<file path="src/rtl/dbg_own_pkg.sv">
package dbg_own_pkg;

  typedef enum logic [1:0] {
    SW_OP_EN  = 2'd0,
    SW_OP_CLR = 2'd1,
    SW_OP_CTL = 2'd2,
    SW_OP_NOP = 2'd3
  } sw_op_e;

  typedef enum logic [1:0] {
    HW_OP_EXT   = 2'd0,
    HW_OP_GRANT = 2'd1,
    HW_OP_EN    = 2'd2,
    HW_OP_CLR   = 2'd3
  } hw_op_e;

endpackage

</file>
<file path="src/rtl/dbg_own_ctl.sv">
module dbg_own_ctl
  import dbg_own_pkg::*;
#(
  parameter int N_RES = 16
) (
  input  logic             clk,
  input  logic             rst_n,
  input  logic             hw_fire,
  input  logic [1:0]       hw_op,
  input  logic [N_RES-1:0] hw_mask,
  input  logic             sw_ctl_fire,
  input  logic             sw_ctl_bit,
  output logic             ext_en,
  output logic             idbg_en,
  output logic [N_RES-1:0] grant,
  output logic [N_RES-1:0] hw_own
);

  hw_op_e hop;
  assign hop = hw_op_e'(hw_op);

  always_ff @(posedge clk) begin
    if (!rst_n) begin
      ext_en  <= 1'b0;
      idbg_en <= 1'b0;
      grant   <= '0;
    end else begin
      if (hw_fire && hop == HW_OP_EXT)   ext_en <= hw_mask[0];
      if (hw_fire && hop == HW_OP_GRANT) grant  <= hw_mask;
      if (sw_ctl_fire)                   idbg_en <= sw_ctl_bit;
    end
  end

  // External enable overrides internal debug for every non-granted resource.
  assign hw_own = ext_en ? ~grant : '0;

endmodule

</file>
<file path="src/rtl/dbg_own_swgate.sv">
module dbg_own_swgate
  import dbg_own_pkg::*;
#(
  parameter int N_RES = 16
) (
  input  logic             clk,
  input  logic             rst_n,
  input  logic             valid,
  input  logic [1:0]       op,
  input  logic [N_RES-1:0] mask,
  input  logic [N_RES-1:0] hw_own,
  output logic             ready,
  output logic             accept,
  output logic             reject,
  output logic             en_fire,
  output logic             clr_fire,
  output logic             ctl_fire
);

  sw_op_e sop;
  logic   fire;
  logic   guarded;
  logic   blocked;

  assign sop     = sw_op_e'(op);
  assign fire    = valid && ready;
  assign guarded = (sop == SW_OP_EN) || (sop == SW_OP_CLR);
  assign blocked = guarded && (|(mask & hw_own));

  assign en_fire  = fire && !blocked && (sop == SW_OP_EN);
  assign clr_fire = fire && !blocked && (sop == SW_OP_CLR);
  assign ctl_fire = fire && (sop == SW_OP_CTL);

  always_ff @(posedge clk) begin
    if (!rst_n) begin
      ready  <= 1'b0;
      accept <= 1'b0;
      reject <= 1'b0;
    end else begin
      ready  <= 1'b1;
      accept <= fire && !blocked;
      reject <= fire && blocked;
    end
  end

endmodule

</file>
<file path="src/rtl/dbg_own_cell.sv">
module dbg_own_cell (
  input  logic clk,
  input  logic rst_n,
  input  logic own_hw,
  input  logic evt,
  input  logic sw_en_we,
  input  logic sw_en_val,
  input  logic hw_en_we,
  input  logic hw_en_val,
  input  logic sw_clr,
  input  logic hw_clr,
  output logic en,
  output logic hsts,
  output logic ssts
);

  logic hit;
  assign hit = evt && en;

  always_ff @(posedge clk) begin
    if (!rst_n) begin
      en   <= 1'b0;
      hsts <= 1'b0;
      ssts <= 1'b0;
    end else begin
      if (sw_en_we)      en <= sw_en_val;
      else if (hw_en_we) en <= hw_en_val;
      // event set takes precedence over a same-cycle clear
      hsts <= (hit && own_hw)  || (hsts && !hw_clr);
      ssts <= (hit && !own_hw) || (ssts && !sw_clr);
    end
  end

endmodule

</file>
<file path="src/rtl/dbg_own_route.sv">
module dbg_own_route #(
  parameter int N_RES = 16
) (
  input  logic             clk,
  input  logic             rst_n,
  input  logic [N_RES-1:0] hw_own,
  input  logic [N_RES-1:0] evt,
  input  logic             dbg_int_en,
  input  logic             idbg_en,
  input  logic             sw_en_fire,
  input  logic             sw_clr_fire,
  input  logic [N_RES-1:0] sw_mask,
  input  logic             sw_val,
  input  logic             hw_en_fire,
  input  logic             hw_clr_fire,
  input  logic [N_RES-1:0] hw_mask,
  input  logic             hw_val,
  output logic [N_RES-1:0] res_en,
  output logic [N_RES-1:0] hw_sts,
  output logic [N_RES-1:0] sw_sts,
  output logic             irq
);

  logic [N_RES-1:0] sw_en_we;
  logic [N_RES-1:0] hw_en_we;
  logic [N_RES-1:0] sw_clr;
  logic [N_RES-1:0] hw_clr;
  logic             sw_pending;

  assign sw_en_we = sw_en_fire  ? sw_mask : '0;
  assign sw_clr   = sw_clr_fire ? sw_mask : '0;
  assign hw_en_we = hw_en_fire  ? (hw_mask & hw_own) : '0;
  assign hw_clr   = hw_clr_fire ? (hw_mask & hw_own) : '0;

  for (genvar i = 0; i < N_RES; i++) begin : g_res
    dbg_own_cell u_cell (
      .clk       (clk),
      .rst_n     (rst_n),
      .own_hw    (hw_own[i]),
      .evt       (evt[i]),
      .sw_en_we  (sw_en_we[i]),
      .sw_en_val (sw_val),
      .hw_en_we  (hw_en_we[i]),
      .hw_en_val (hw_val),
      .sw_clr    (sw_clr[i]),
      .hw_clr    (hw_clr[i]),
      .en        (res_en[i]),
      .hsts      (hw_sts[i]),
      .ssts      (sw_sts[i])
    );
  end

  assign sw_pending = |(sw_sts & ~hw_own);

  always_ff @(posedge clk) begin
    if (!rst_n) irq <= 1'b0;
    else        irq <= idbg_en && dbg_int_en && sw_pending;
  end

endmodule

</file>
<file path="src/rtl/dbg_own_ctrl.sv">
module dbg_own_ctrl
  import dbg_own_pkg::*;
#(
  parameter int N_RES = 16
) (
  input  logic             clk,
  input  logic             rst_n,
  input  logic             hw_wr_valid,
  output logic             hw_wr_ready,
  input  logic [1:0]       hw_wr_op,
  input  logic [N_RES-1:0] hw_wr_mask,
  input  logic             hw_wr_val,
  input  logic             sw_wr_valid,
  output logic             sw_wr_ready,
  input  logic [1:0]       sw_wr_op,
  input  logic [N_RES-1:0] sw_wr_mask,
  input  logic             sw_wr_val,
  input  logic             dbg_int_en,
  input  logic [N_RES-1:0] evt_pulse,
  output logic [N_RES-1:0] hw_sts,
  output logic [N_RES-1:0] sw_sts,
  output logic             dbg_irq,
  output logic             sw_wr_accept,
  output logic             sw_wr_reject,
  output logic             ext_en_hw_view,
  output logic             ext_en_sw_view
);

  logic             hw_fire;
  logic             ext_en;
  logic             idbg_en;
  logic [N_RES-1:0] grant;
  logic [N_RES-1:0] hw_own;
  logic [N_RES-1:0] res_en;
  logic             sw_en_fire;
  logic             sw_clr_fire;
  logic             sw_ctl_fire;
  logic             hw_en_fire;
  logic             hw_clr_fire;

  always_ff @(posedge clk) begin
    if (!rst_n) hw_wr_ready <= 1'b0;
    else        hw_wr_ready <= 1'b1;
  end

  assign hw_fire     = hw_wr_valid && hw_wr_ready;
  assign hw_en_fire  = hw_fire && (hw_op_e'(hw_wr_op) == HW_OP_EN);
  assign hw_clr_fire = hw_fire && (hw_op_e'(hw_wr_op) == HW_OP_CLR);

  dbg_own_ctl #(.N_RES(N_RES)) u_ctl (
    .clk         (clk),
    .rst_n       (rst_n),
    .hw_fire     (hw_fire),
    .hw_op       (hw_wr_op),
    .hw_mask     (hw_wr_mask),
    .sw_ctl_fire (sw_ctl_fire),
    .sw_ctl_bit  (sw_wr_mask[0]),
    .ext_en      (ext_en),
    .idbg_en     (idbg_en),
    .grant       (grant),
    .hw_own      (hw_own)
  );

  dbg_own_swgate #(.N_RES(N_RES)) u_gate (
    .clk      (clk),
    .rst_n    (rst_n),
    .valid    (sw_wr_valid),
    .op       (sw_wr_op),
    .mask     (sw_wr_mask),
    .hw_own   (hw_own),
    .ready    (sw_wr_ready),
    .accept   (sw_wr_accept),
    .reject   (sw_wr_reject),
    .en_fire  (sw_en_fire),
    .clr_fire (sw_clr_fire),
    .ctl_fire (sw_ctl_fire)
  );

  dbg_own_route #(.N_RES(N_RES)) u_route (
    .clk         (clk),
    .rst_n       (rst_n),
    .hw_own      (hw_own),
    .evt         (evt_pulse),
    .dbg_int_en  (dbg_int_en),
    .idbg_en     (idbg_en),
    .sw_en_fire  (sw_en_fire),
    .sw_clr_fire (sw_clr_fire),
    .sw_mask     (sw_wr_mask),
    .sw_val      (sw_wr_val),
    .hw_en_fire  (hw_en_fire),
    .hw_clr_fire (hw_clr_fire),
    .hw_mask     (hw_wr_mask),
    .hw_val      (hw_wr_val),
    .res_en      (res_en),
    .hw_sts      (hw_sts),
    .sw_sts      (sw_sts),
    .irq         (dbg_irq)
  );

  assign ext_en_hw_view = ext_en;
  assign ext_en_sw_view = ext_en;

endmodule

</file>
<file path="config.mk">
export PLATFORM = sky130hd
export DESIGN_NAME = dbg_own_ctrl
export DESIGN_NICKNAME = d
export VERILOG_FILES = /design/src/rtl/dbg_own_pkg.sv /design/src/rtl/dbg_own_ctl.sv /design/src/rtl/dbg_own_swgate.sv /design/src/rtl/dbg_own_cell.sv /design/src/rtl/dbg_own_route.sv /design/src/rtl/dbg_own_ctrl.sv
export SDC_FILE = /design/constraint.sdc
export NUM_CORES = 1
export LEC_CHECK = 0
export ABC_AREA = 1
export BUFFER_PORTS_ARGS = -buffer_cell sky130_fd_sc_hd__buf_2
export CAP_MARGIN = 10
export CELL_PAD_IN_SITES_DETAIL_PLACEMENT = 2
export CELL_PAD_IN_SITES_GLOBAL_PLACEMENT = 2
export CORE_ASPECT_RATIO = 1.4
export CORE_MARGIN = 2
export CORE_UTILIZATION = 31
export DETAILED_ROUTE_END_ITERATION = 16
export GPL_TIMING_DRIVEN = 0
export PLACE_DENSITY_LB_ADDON = 0.1
export SLEW_MARGIN = 5
export SYNTH_ARGS = -nofsm -noshare
export SYNTH_HDL_FRONTEND = slang
export SYNTH_SLANG_ARGS = --single-unit
</file>
<file path="constraint.sdc">
create_clock -name clk -period 4.6 [get_ports clk]
set_input_delay 0.92 -clock clk [delete_from_list [all_inputs] [get_ports clk]]
set_output_delay 0.92 -clock clk [all_outputs]
set_load 0.03 [all_outputs]
</file>
==> metrics.md <==
| Metric | Value |
|---|---|
| MaxCap Viol Count | `0` |
| Wire length per cell | `a little over 20 µm` |
| Critical Path AT | `2.86 ns` |
| # clock sinks | `70` |
| Die height | `~130 µm` |
| Adder-cell share of the synthesized area | `0` |
| Multi-input logic area | `1850 µm²` |
| Layout cells sized above 1 | `0.270` |
| Setup TNS Final | `0 ns` |
| Hold depth | `2` |
| # fillers | `between 1000 and 1500` |
| Hold WC Path Type | `reg2reg` |
| Most numerous cell in the Yosys netlist | `nand2_1` |
| DRC viols | `0` |
| Synth Area in Compound Gates | `0.187` |
| Clk slew on worst S/H paths | `roughly 0.06 ns` |
| Slew HR | `0.185` |
| Yosys cell types | `33` |
| H-tree depth | `3` |
| Worst Max-Slew Pin Slew | `1.21 ns` |
| Final Cycle Share | `0.577` |
| Worst path required time | `between 4 and 5 ns` |
| Cell count of the worst reg-to-reg path | `6` |
| Ys flop type | `dfxtp_1` |
| Place WS | `1.64 ns` |
| Largest family of logic cells by synthesized area | `simple AND/OR/NAND/NOR gates` |
| Yosys top cell area share | `0.373` |
| Mapped Area | `3750 µm²` |
| Final #Nets | `683` |
| CTS Buffer Depth | `2` |
| Clock root buffer | `clkbuf_16` |
| HPWL Detailed | `between 10000 and 15000 µm` |
| Syn_nets | `576` |
| Largest cells by area after synthesis | `dfxtp_1 37%, nand2_1 8.4%, a21oi_1 7.9%, buf_4 7.0%, o21ai_0 5.9%` |
| TritonCTS Buffers | `9` |
| Number of post-CTS setup repair buffers | `0` |
| Cell taking the most area after synthesis | `dfxtp_1` |
| Worst Skew | `0.00792 ns` |
| Register Area | `1400 µm²` |
| Initial Util | `0.318` |
| Setup ws final | `1.94 ns` |
| Post-Synth XOR/XNOR Area | `0` |
| RSZ-0062 raised after global routing | `false` |
| PwrDens | `between 300 and 400 nW/µm²` |
| Die width | `97.0 µm` |
| # rows | `47` |
| First-pass GRT wire length | `24400 µm` |
| Post-synth top cells | `84 x nand2_1, 70 x dfxtp_1, 59 x a21oi_1` |
| CP max FO | `10` |
| VDD IR-drop max | `roughly 0.00016 V` |
| Final Hold Fails | `0` |
| Vias in the first global route | `4440` |
| Mux cell area share after synthesis | `0` |
| EDFF count, synth | `0` |
| Routed Antenna Nets | `0` |
| Largest net degree at the start of global routing | `12` |
| Final setup violation count | `0` |
| Post-CTS sizing | `0` |
| Initial antenna violation count | `0` |
| IO Count | `98` |
| Total Die Area | `13000 µm²` |
| Max Slew Vio Count | `0` |
| Clock Latency Late Sink | `0.34 ns` |
| Status | `finished, final reports clean` |
| Yosys reg bits | `70` |
| CP Capture Type | `flop` |
| Static leakage power | `2.01 nW` |
| Synth warnings | `0` |
| Asr flop ratio synth | `0` |
| Synthesis-to-layout area growth | `25.4%` |
| Vias per cell | `5.33` |
| Min cycle time layout | `about 2.7 ns` |
| ANT cells | `0` |
| Setup crit start kind | `input pin` |
| RePlAce Congestion | `0.831` |
| Total congestion overflow | `0` |
| DR iter-0 viols | `135` |
| Critical Setup Path Class | `in2reg` |
| Tot GR Track Use | `0.243` |
| Aggregate routed wire length | `15600 µm` |
| Sequential share of the synthesized area | `0.373` |
| Syn avg cell area | `7.26 µm²` |
| Fmax | `roughly 380 MHz` |
| PortBufs | `96` |
| # hold bufs at CTS | `0` |
| TritonCTS clock tree | `done` |
| First drt pass iteration count | `4` |
| Vias | `4133` |
| Gate Count Post-Synth | `around 520` |
| Core area | `11800 µm²` |
| Simple-Gate Fraction of Synth Area | `0.307` |
==> registers in the layout, summed over array words and instances, names as in the netlist, 16 cells and up <==
| signal | count |
|---|---|
| u_ctl.grant | 16 |
| u_route.g_res.u_cell.en | 16 |
| u_route.g_res.u_cell.hsts | 16 |
| u_route.g_res.u_cell.ssts | 16 |
==> kinds of logic (layout without fill, tap and decap cells) <==
logic type,count (synthesis),after routing
flops,70,70
compound gates,129,129
simple gates,230,230
buf+inv,88,200
==> power by group <==
group	internal (mW)	switching, mW
registers	0.618	0.00913
logic	0.0604	0.134
clock network	0.408	0.279
==> stage by stage <==
| stage | cell area [µm²] | utilization | hold slack, ns | total power, mW | cells |
|---|---|---|---|---|---|
| global route | 4710 | 0.398 | 0.499 | 1.57 | 776 |
| detailed placement | 4420 | 0.374 | 0.461 | 0.835 | 760 |
| finish | 4710 | 0.398 | 0.470 | 1.51 | 776 |
| global placement | 4420 | 0.374 | 0.437 | 0.831 | 760 |
| CTS | 4710 | 0.398 | 0.468 | 1.52 | 776 |
| floorplan | 3750 | - | 0.424 | 0.742 | 517 |
==> placed cells by master, fill, tap and decap left out, types with 5 or more instances in the layout <==
master and instances:
a21oi_1 59, buf_2 97, buf_4 35, clkbuf_1 17, clkbuf_16 9, dfxtp_1 70
inv_1 28, nand2_1 84, nand3_1 43, nand3_2 10, nand3b_1 20, nand4_1 16
nor2_1 45, nor3_1 5, o211ai_1 8, o21ai_0 44, o21ai_1 9
==> critical path: stages <==
cell and delay (ns):
buf_2 0.08, nand2_1 0.10, nor3_1 0.94, buf_4 0.42, nand3_2 0.13, o21ai_1 0.16
a21oi_1 0.09
==> final cells by class <==
class / count / share of cell area
multi-input cells: 359 / 0.394
flip-flops and latches: 70 / 0.298
inverters: 30 / 0.0245
well taps: 147 / 0.0391
plain buffers: 58 / 0.0816
clock inverters: 3 / 0.00372
clock buffers: 13 / 0.0574
repair buffers: 96 / 0.102
==> metal layers <==
metal | up-vias | wire length (µm) | global-route usage
met1 | 2045 | 6280 | 0.282
met3 | 23 | 620 | 0.0334
met5 | - | 0 | 0
li1 | 1962 | - | -
met4 | 0 | 300 | 0.0853
met2 | 103 | 8400 | 0.454
==> final timing paths <==
path	start	endpoint	slack, ns
worst max-delay path	sw_wr_valid	u_route.g_res[5].u_cell.en	1.94
worst min-delay path	u_ctl.idbg_en	u_ctl.idbg_en	0.47
worst max register to register	u_gate.ready	u_route.g_res[5].u_cell.en	2.20
worst min register to register	u_ctl.idbg_en	u_ctl.idbg_en	0.47
Note: power is estimated with default switching activity, not from simulation.
